**src/rtl/gpio_bank_pkg.sv**
```systemverilog
package gpio_bank_pkg;

  localparam int unsigned FIRST_BANK_BYTE   = 16;
  localparam int unsigned BANK_STRIDE_BYTES = 40;
  localparam int unsigned WORD_BYTES        = 4;
  localparam int unsigned LIVE_WORDS        = 5;

  typedef enum logic [3:0] {
    W_DIR = 4'd0,
    W_OUT = 4'd1,
    W_SET = 4'd2,
    W_CLR = 4'd3,
    W_IN  = 4'd4
  } gpio_word_e;

  function automatic int unsigned bank_base_byte(input int unsigned b);
    return FIRST_BANK_BYTE + BANK_STRIDE_BYTES * b;
  endfunction

  function automatic bit addr_in_bank(input int unsigned a, input int unsigned b);
    int unsigned lo;
    lo = bank_base_byte(b);
    return (a >= lo) && (a < lo + LIVE_WORDS * WORD_BYTES) && ((a % WORD_BYTES) == 0);
  endfunction

  function automatic gpio_word_e word_of(input int unsigned a, input int unsigned b);
    int unsigned rel;
    rel = (a - bank_base_byte(b)) / WORD_BYTES;
    return gpio_word_e'(rel[3:0]);
  endfunction

  function automatic int unsigned pin_bank(input int unsigned n, input int unsigned w);
    return n / w;
  endfunction

  function automatic int unsigned pin_bit(input int unsigned n, input int unsigned w);
    return n % w;
  endfunction

endpackage

```
**src/rtl/gpio_addr_decode.sv**
```systemverilog
module gpio_addr_decode
  import gpio_bank_pkg::*;
#(
  parameter int unsigned NUM_BANKS = 5,
  parameter int unsigned ADDR_W    = 8
) (
  input  logic [ADDR_W-1:0]    addr,
  output logic [NUM_BANKS-1:0] bank_hit,
  output gpio_word_e           word
);

  int unsigned addr_u;
  assign addr_u = 32'(addr);

  always_comb begin
    bank_hit = '0;
    word     = W_DIR;
    for (int unsigned b = 0; b < NUM_BANKS; b++) begin
      if (addr_in_bank(addr_u, b)) begin
        bank_hit[b] = 1'b1;
        word        = word_of(addr_u, b);
      end
    end
  end

  // at most one bank window claims an address
  always_comb begin
    a_hit_onehot_r2: assert ($onehot0(bank_hit));
  end

endmodule

```
**src/rtl/gpio_bank_regs.sv**
```systemverilog
module gpio_bank_regs
  import gpio_bank_pkg::*;
#(
  parameter int unsigned BANK_W = 32
) (
  input  logic              clk,
  input  logic              rst_n,
  input  logic              wr_en,
  input  gpio_word_e        word,
  input  logic [BANK_W-1:0] wdata,
  output logic [BANK_W-1:0] dir_q,
  output logic [BANK_W-1:0] out_q
);

  logic dir_evt, load_evt, set_evt, clr_evt;
  assign dir_evt  = wr_en && (word == W_DIR);
  assign load_evt = wr_en && (word == W_OUT);
  assign set_evt  = wr_en && (word == W_SET);
  assign clr_evt  = wr_en && (word == W_CLR);

  always_ff @(posedge clk) begin
    if (!rst_n) begin
      dir_q <= '1;
      out_q <= '0;
    end else begin
      if (dir_evt)  dir_q <= wdata;
      if (load_evt) out_q <= wdata;
      else if (set_evt) out_q <= out_q | wdata;
      else if (clr_evt) out_q <= out_q & ~wdata;
    end
  end

  p_set_high_r4: assert property (@(posedge clk) disable iff (!rst_n)
    set_evt |=> ((out_q & $past(wdata)) == $past(wdata)));

  p_set_keep_r4: assert property (@(posedge clk) disable iff (!rst_n)
    set_evt |=> ((out_q & ~$past(wdata)) == ($past(out_q) & ~$past(wdata))));

  p_clr_low_r5: assert property (@(posedge clk) disable iff (!rst_n)
    clr_evt |=> ((out_q & $past(wdata)) == '0));

  p_clr_keep_r5: assert property (@(posedge clk) disable iff (!rst_n)
    clr_evt |=> ((out_q & ~$past(wdata)) == ($past(out_q) & ~$past(wdata))));

  p_load_r6: assert property (@(posedge clk) disable iff (!rst_n)
    load_evt |=> (out_q == $past(wdata)));

  p_hold_r9: assert property (@(posedge clk) disable iff (!rst_n)
    !wr_en |=> ($stable(out_q) && $stable(dir_q)));

endmodule

```
**src/rtl/gpio_in_sync.sv**
```systemverilog
module gpio_in_sync #(
  parameter int unsigned WIDTH = 160
) (
  input  logic             clk,
  input  logic             rst_n,
  input  logic [WIDTH-1:0] d,
  output logic [WIDTH-1:0] q
);

  logic [WIDTH-1:0] stage1_q;
  logic [1:0]       warm_q;

  always_ff @(posedge clk) begin
    if (!rst_n) begin
      stage1_q <= '0;
      q        <= '0;
      warm_q   <= '0;
    end else begin
      stage1_q <= d;
      q        <= stage1_q;
      if (warm_q != 2'd2) warm_q <= warm_q + 2'd1;
    end
  end

  // two flops of delay from pad to readable value
  p_sync_lat_r7: assert property (@(posedge clk) disable iff (!rst_n)
    (warm_q == 2'd2) |-> (q == $past(d, 2)));

endmodule

```
**src/rtl/gpio_bank_regfile.sv**
```systemverilog
module gpio_bank_regfile
  import gpio_bank_pkg::*;
#(
  parameter int unsigned NUM_BANKS = 5,
  parameter int unsigned BANK_W    = 32,
  parameter int unsigned ADDR_W    = 8,
  localparam int unsigned NPINS    = NUM_BANKS * BANK_W
) (
  input  logic              clk,
  input  logic              rst_n,
  input  logic              req_valid,
  input  logic              req_write,
  input  logic [ADDR_W-1:0] req_addr,
  input  logic [BANK_W-1:0] req_wdata,
  output logic              rsp_valid,
  output logic [BANK_W-1:0] rsp_rdata,
  input  logic [NPINS-1:0]  pin_in,
  output logic [NPINS-1:0]  pin_out,
  output logic [NPINS-1:0]  pin_oe
);

  logic [NUM_BANKS-1:0] bank_hit;
  gpio_word_e           word;
  logic [BANK_W-1:0]    dir_a [NUM_BANKS];
  logic [BANK_W-1:0]    out_a [NUM_BANKS];
  logic [NPINS-1:0]     in_sync;
  logic [BANK_W-1:0]    rd_word;
  logic                 rd_req, wr_req, any_hit;

  assign rd_req  = req_valid && !req_write;
  assign wr_req  = req_valid && req_write;
  assign any_hit = |bank_hit;

  gpio_addr_decode #(.NUM_BANKS(NUM_BANKS), .ADDR_W(ADDR_W)) u_dec (
    .addr     (req_addr),
    .bank_hit (bank_hit),
    .word     (word)
  );

  for (genvar b = 0; b < NUM_BANKS; b++) begin : g_bank
    gpio_bank_regs #(.BANK_W(BANK_W)) u_regs (
      .clk   (clk),
      .rst_n (rst_n),
      .wr_en (wr_req && bank_hit[b]),
      .word  (word),
      .wdata (req_wdata),
      .dir_q (dir_a[b]),
      .out_q (out_a[b])
    );
  end

  for (genvar n = 0; n < NPINS; n++) begin : g_pin
    localparam int unsigned PB = pin_bank(n, BANK_W);
    localparam int unsigned PN = pin_bit(n, BANK_W);
    assign pin_out[n] = out_a[PB][PN];
    assign pin_oe[n]  = ~dir_a[PB][PN];
  end

  gpio_in_sync #(.WIDTH(NPINS)) u_sync (
    .clk   (clk),
    .rst_n (rst_n),
    .d     (pin_in),
    .q     (in_sync)
  );

  always_comb begin
    rd_word = '0;
    for (int unsigned b = 0; b < NUM_BANKS; b++) begin
      if (bank_hit[b]) begin
        case (word)
          W_DIR:   rd_word = dir_a[b];
          W_OUT:   rd_word = out_a[b];
          W_IN:    rd_word = in_sync[b*BANK_W +: BANK_W];
          default: rd_word = '0;
        endcase
      end
    end
  end

  always_ff @(posedge clk) begin
    if (!rst_n) begin
      rsp_valid <= 1'b0;
      rsp_rdata <= '0;
    end else begin
      rsp_valid <= rd_req;
      rsp_rdata <= rd_req ? rd_word : '0;
    end
  end

  p_rsp_r10: assert property (@(posedge clk) disable iff (!rst_n)
    rd_req |=> rsp_valid);

  p_no_rsp_r10: assert property (@(posedge clk) disable iff (!rst_n)
    !rd_req |=> !rsp_valid);

  p_unmapped_r9: assert property (@(posedge clk) disable iff (!rst_n)
    (rd_req && !any_hit) |=> (rsp_rdata == '0));

  p_oe_r3: assert property (@(posedge clk) disable iff (!rst_n)
    (wr_req && (req_addr == ADDR_W'(bank_base_byte(0))))
      |=> (pin_oe[BANK_W-1:0] == ~$past(req_wdata)));

endmodule

```
**config.mk**
```make
export PLATFORM = sky130hd
export DESIGN_NAME = gpio_bank_regfile
export DESIGN_NICKNAME = d
export VERILOG_FILES = /design/src/rtl/gpio_bank_pkg.sv /design/src/rtl/gpio_addr_decode.sv /design/src/rtl/gpio_bank_regs.sv /design/src/rtl/gpio_in_sync.sv /design/src/rtl/gpio_bank_regfile.sv
export SDC_FILE = /design/constraint.sdc
export NUM_CORES = 1
export LEC_CHECK = 0
export CAP_MARGIN = 20
export CORE_UTILIZATION = 40
export CTS_CLUSTER_SIZE = 8
export DETAILED_ROUTE_END_ITERATION = 12
export DONT_BUFFER_PORTS = 1
export PLACE_DENSITY = 0.62
export REMOVE_ABC_BUFFERS = 1
export SETUP_SLACK_MARGIN = 0.4
export SYNTH_ARGS = -nofsm -noshare
export SYNTH_HDL_FRONTEND = slang
export SYNTH_HIERARCHICAL = 1
export SYNTH_SLANG_ARGS = --single-unit
```
**constraint.sdc**
```tcl
create_clock -name clk -period 4.4 [get_ports clk]
set_input_delay 0.44 -clock clk [delete_from_list [all_inputs] [get_ports clk]]
set_output_delay 0.44 -clock clk [all_outputs]
set_load 0.01 [all_outputs]
```
* Yosys cells after proc, flatten, opt, wreduce, memory -nomap -nowiden
Cells that the tools add are included.
** Storage, ports and cells
- Register bits after elaboration :: 673
- Bits in latches :: 0
- Bits in writable memories :: 0
- ROM bits :: 0
- Input bits :: 204
- Output and inout port bits :: 353
- Word-level logic and storage cells :: 285
- Memories kept :: 0
** Cells by class
- Add/sub/neg operators :: 5
- Multiply operators :: 0
- Div/mod/pow operators :: 0
- Magnitude comparators :: 10
- Equal/unequal tests :: 4
- Shift-type cells :: 0
- Muxes and demuxes :: 35
- Bitwise gates (word level) :: 171
- Reduce and logical (&&, ||, !) cells :: 46
** Operator list (number)
- two-way mux 32 bit :: 20
- case mux 32 bit (3 select lines) :: 5
- AND 32 bit :: 5
- NOT 1 bit :: 160
- OR 32 bit :: 5
- logical AND 1 bit :: 37
- zero test 32 bit :: 1
- NOT 32 bit :: 1
- two-way mux 4 bit :: 5
- subtractor 6 bit (second input constant) :: 3
- greater-or-equal comparator 8 bit (second input constant) :: 2
- less-than comparator 8 x 7 -> 1 bit (second input constant) :: 2
- less-than comparator 8 bit (second input constant) :: 2
- nonzero test 3 bit :: 5
- equality test 4 x 2 -> 1 bit (second input constant) :: 2
- greater-or-equal comparator 8 x 5 -> 1 bit (second input constant) :: 1
- greater-or-equal comparator 8 x 6 -> 1 bit (second input constant) :: 1
- greater-or-equal comparator 8 x 7 -> 1 bit (second input constant) :: 1
- less-than comparator 8 x 6 -> 1 bit (second input constant) :: 1
- subtractor 6 x 4 -> 6 bit (second input constant) :: 1
- subtractor 6 x 5 -> 6 bit (second input constant) :: 1
- two-way mux 1 bit :: 5
- equality test 4 x 1 -> 1 bit (second input constant) :: 1
- equality test 4 x 3 -> 1 bit (second input constant) :: 1
- other kinds (3) :: 3

* Depth between registers and ports, before layout
- Word-level depth :: 15
- Gate-level depth with buffers :: 16
- Mapped depth without buffers :: 11

* By module
Netlist, hierarchy kept.
** Modules (own cells, without submodules)
- gpio_bank_regs :: times used 5, cells each 263, area each 2600.0 um2, seq. area each 1281.2 um2
- gpio_in_sync :: times used 1, cells each 675, area each 8589.5 um2, seq. area each 6406.1 um2
- gpio_bank_regfile :: times used 1, cells each 826, area each 5242.5 um2, seq. area each 660.6 um2
- gpio_addr_decode :: times used 1, cells each 62, area each 515.5 um2, seq. area each 0.0 um2

* Worst setup path after synthesis
OpenSTA, ideal clock, no wires.
- Path kind :: input port to flip-flop
- From :: input req_addr[5]
- To :: register rsp_rdata[16]
- Data arrival time :: 3.455 ns
- Required time :: 4.340 ns
- Setup slack :: 0.885 ns
- Stages on the path :: 15
- Cell sequence :: buf_2 -> inv_1 -> ha_1 -> a21boi_0 -> o221ai_1 -> a211oi_1 -> a211oi_1 -> o22ai_1 -> buf_2 -> nor4b_2 -> buf_2 -> clkbuf_1 -> nand2_1 -> a32oi_1 -> o2111a_1
** Between the ends
- Longest elaborated chain between the ends :: 15
- Elaborated cells between the ends (all ways) :: 48
- Classes of those cells :: 5 x add/sub; 10 x order compare; 2 x eq/ne; 20 x mux; 11 x reduce/logical
** Ends and longest elaborated chain
- from (decl) :: RTL line gpio_bank_regfile.sv:13 : input logic [ADDR_W-1:0] req_addr,
- greater-or-equal comparator 8 x 5 -> 1 bit or less-than comparator 8 x 6 -> 1 bit (tied branches) :: RTL line gpio_bank_pkg.sv:23 : return (a >= lo) && (a < lo + LIVE_WORDS * WORD_BYTES) && ((a % WORD_BYTES) == 0);
- logical AND 1 bit (2 in series) :: RTL line gpio_bank_pkg.sv:23
- two-way mux 4 bit (4 in series) :: RTL line gpio_addr_decode.sv:19 : if (addr_in_bank(addr_u, b)) begin
- two-way mux 4 bit * :: RTL line gpio_addr_decode.sv:19
- named net word[2] :: RTL line gpio_bank_regfile.sv:23 : gpio_word_e word;
- equality test 4 x 3 -> 1 bit (tied with other cells) :: RTL line gpio_bank_regfile.sv:70 : case (word)
- case mux 32 bit (3 select lines) :: RTL line gpio_bank_regfile.sv:70
- two-way mux 32 bit (4 in series) :: RTL line gpio_bank_regfile.sv:69 : if (bank_hit[b]) begin
- two-way mux 32 bit * :: RTL line gpio_bank_regfile.sv:69
- to (signal assigned) :: RTL line gpio_bank_regfile.sv:86 : rsp_rdata <= rd_req ? rd_word : '0;
- to (decl) :: RTL line gpio_bank_regfile.sv:16 : output logic [BANK_W-1:0] rsp_rdata,
Mark *: on every way through the listed nets, which the timed path passes. The rest lies on a longest branch.
A chain may end at the register's enable or synchronous reset.

* Worst setup path in the final report
- From :: input req_addr[5]
- To :: register rsp_rdata[29]
The elaborated chain is that of the path after synthesis.

==> key figures <==
Die
  – Die ar.: 69,400 um^2
  – Die Y: 263 um
  – Starting Density: 0.406
  – Cell row count: 95
  – Die width: 263 um
  – Ports: 557
  – Core area: 67,400 um^2

Yosys
  – Main combinational cell family by area after synthesis: compound AO/OA/AOI/OAI gates
  – Yosys reg bits: 673
  – Synth Flop Type: dfxtp_1
  – Simple logic cell fraction of the synthesized area: 0.131
  – Synth area leader: dfxtp_1
  – Async SR Flop Fraction: 0
  – Syn. warnings: 6
  – Synth Area in Compound Gates: 0.276
  – Mux cell area share after synthesis: 0.00288
  – Area contributors post-synth: dfxtp_1, and2_1, a32o_1
  – Netlist cell types: 57
  – Synth Area per Inst: 9.50 um^2
  – Register area share after synthesis: 0.493
  – Synth top area share: 0.493
  – Number of synthesized flops with an enable pin: 0
  – Post-Synth XOR/XNOR Area: 0.00192
  – Synth Area in Adders: 0.00320
  – Syn Std Cell Area: 27,300 um^2
  – Syn Inst Count: 2,878

Timing
  – Max-slew violations: 180
  – Worst Hold Margin: 111 ps
  – Unrepaired setup endpoints after global routing: false
  – Post-route minimum period: 3330 ps
  – Worst-margin pin slew: 1860 ps
  – Hold Vio Cnt, Final: 0
  – Final worst slack: 1070 ps
  – Slew headroom: -0.240
  – Fin crit share: 0.757
  – Worst clock skew: 22.1 ps
  – Endpoints failing setup: 0
  – FMAX: 300 MHz

Drt
  – First drt pass iteration count: 6
  – DRC: 0
  – WL final: 109 mm
  – Antenna viol nets, final: 0
  – Vias per cell: 6.23
  – Iter 0 DRT Violations: 2,665
  – Drt wl/cell: 28.4 um
  – Routed via count: 23.9k

Placed design
  – Port bufs: 0
  – Dpl hpwl: 66.4 mm
  – Placed Cells: 3,534
  – Place WS: 428 ps
  – Gpl congestion: 0.866

Power
  – Logic pwr share: 0.075
  – Switching power: 3.40 mW
  – Net Sw Frac: 0.243
  – Int Power: 10.6 mW
  – P per Cell Area: 428 nW/um^2
  – Lkg Pwr: 14.1 nW
  – Sequential share of power: 0.452
  – Worst IR Drop VDD: 0.306 mV
  – Clk pwr share: 0.473

Finish
  – Layout cell share with drive strength beyond 1: 0.0785
  – FILL cells: 6,161
  – Multi-input gate area: 11,500 um^2
  – Synth-to-layout area growth: 19.2%
  – Register area: 13,500 um^2
  – Post-Layout Cell Count: 3,844
  – Nets: 3,168

Status
  – Outcome: complete, but fails checks
  – Failing checks: max-slew violations

Global routing
  – Global router's overall resource usage: 0.302
  – Total global routing overflow: 0
  – Largest net degree at the start of global routing: 422
  – Global-route wire length before repair: 157 mm
  – Vias in the first global route: 23.5k
  – Initial antenna violation count: 9

Critical path
  – Type of origin of the critical path: primary input
  – Reg2Reg Depth: 4
  – WS Path Type: primary input to register
  – Critical Path AT: 3920 ps
  – CP endpoint kind: register
  – CP max FO: 59
  – Crit path required time: 4990 ps

Clocking
  – CTS root buf: clkbuf_16
  – CTS Buf Count: 95
  – H-tree depth: 3
  – Clock Path Buffers: 3
  – CTS tree: yes
  – Clock-pin slew on the worst setup and hold paths: 50 ps
  – Clock Sinks: 673
  – Skew-Pair Late Insertion Delay: 650 ps

Min path
  – Hold WC Path Type: primary input to register
  – Worst Hold Depth: 1

Job
  – Max_cap viols: 0
==> power by group through the flow <==
stage                     registers, mW  clock network [mW]  logic, mW
after floorplan                    6.41                   0      0.494
after global placement             6.43                   0      0.782
after detailed placement           6.43                   0      0.803
after CTS                          6.31                6.71       1.03
after global routing               6.32                6.94       1.11
final                              6.31                6.60       1.05
==> stage by stage <==
step | total power [mW] | TNS (ps) | utilization | instance area [um^2]
CTS | 14.0 | 0 | 0.483 | 32600
finish | 14.0 | 0 | 0.484 | 32600
floorplan | 6.90 | -2821520 | - | 26000
detailed placement | 7.23 | 0 | 0.415 | 27900
global placement | 7.21 | 0 | 0.415 | 27900
global route | 14.4 | 0 | 0.484 | 32600
==> layer usage <==
metal  vias up  GRT usage  wire [um]
met4        10      0.144       5210
met1     11700      0.368      42000
met2      1469      0.486      50200
met3       328     0.0890      11500
met5         -          0         68
li1      10400          -          -
==> worst max-delay path: stages <==
cell      delay, ps
inv_1           120
ha_1            230
a21boi_0        320
o221ai_1        280
a211oi_1        300
a211oi_1        120
o22ai_4         430
nor4b_4         640
buf_12          320
nand2_1         100
a32oi_1         290
o2111a_1        210
==> final cells by class <==
| class | instances | area share |
|---|---|---|
| Inverter | 323 | 0.0372 |
| Timing Repair Buffer | 263 | 0.0840 |
| Clock inverter | 7 | 0.00441 |
| Antenna cell | 3 | 0.000230 |
| Sequential cell | 673 | 0.413 |
| Tap cell | 873 | 0.0335 |
| Clock buffer | 101 | 0.0755 |
| Multi-Input combinational cell | 1601 | 0.352 |
==> cells in the mapped netlist (all sizes together), types with 2 or more instances <==
cell type and count:
o22ai 2, nor2 10, a32o 160, a22oi 138
o211ai 155, a211o 155, nor4 2, nand3 47
o32ai 2, nand2b 8, inv 323, a31oi 57
a211oi 3, mux2 7, o2111a 25, clkbuf 207
o21ai 188, and3 11, a21boi 9, buf 74
nor4b 4, nor3b 8, dfxtp 673, o211a 8
or2 5, ha 7, and3b 52, and2 320
a32oi 32, a21oi 40, nand2 120, or3b 6
o31a 2, xor2 6
==> final timing paths <==
path	start	endpoint	slack, ps
setup / recovery	req_addr[5]	rsp_rdata[29]	1070
hold / removal	req_write	rsp_valid	110
setup reg to reg	register	rsp_rdata[31]	3000
hold reg to reg	u_sync/stage1_q[139]	u_sync/q[139]	410
==> placed cells by master, fill, tap and decap left out, types with 3 or more instances in the layout <==
master	count
nor2_4	5
a211o_1	155
a21oi_1	39
ha_1	7
nand2_2	6
diode_2	3
a32oi_1	32
nor3b_2	3
o21ai_0	187
or3b_4	6
inv_1	322
nor3b_1	5
and3_1	5
a21boi_0	9
a32o_1	160
nor2_1	5
nand2_1	114
a22oi_1	138
clkinv_16	3
dfxtp_1	673
clkbuf_16	97
buf_4	47
a31oi_1	57
a211oi_1	3
and3b_1	51
o211ai_1	155
mux2_2	7
nand2b_1	7
and2_1	320
or2_2	5
o2111a_1	24
nand3_1	47
o211a_1	8
dlygate4sd3_1	195
xor2_1	6
and3_2	6
buf_12	19
==> cell families (layout without fill, tap and decap cells) <==
kind of cell               Yosys count  count (layout)
muxes                                7               7
other                                0               3
adders and majority gates            7               7
DFF                                673             673
buffers and inverters              604             694
xor gates and xnor gates             6               6
and+or+nand+nor                    597             597
AOI/OAI and AO/OA                  984             984
==> repair_timing <==
action	in CTS	in global routing
endpoints found under the setup margin	0	0
hold endpoints to repair	526	0
gates resized for setup	0	0
hold buffers	198	0
buffers inserted	0	0
Power figures use the tool's default switching activity.
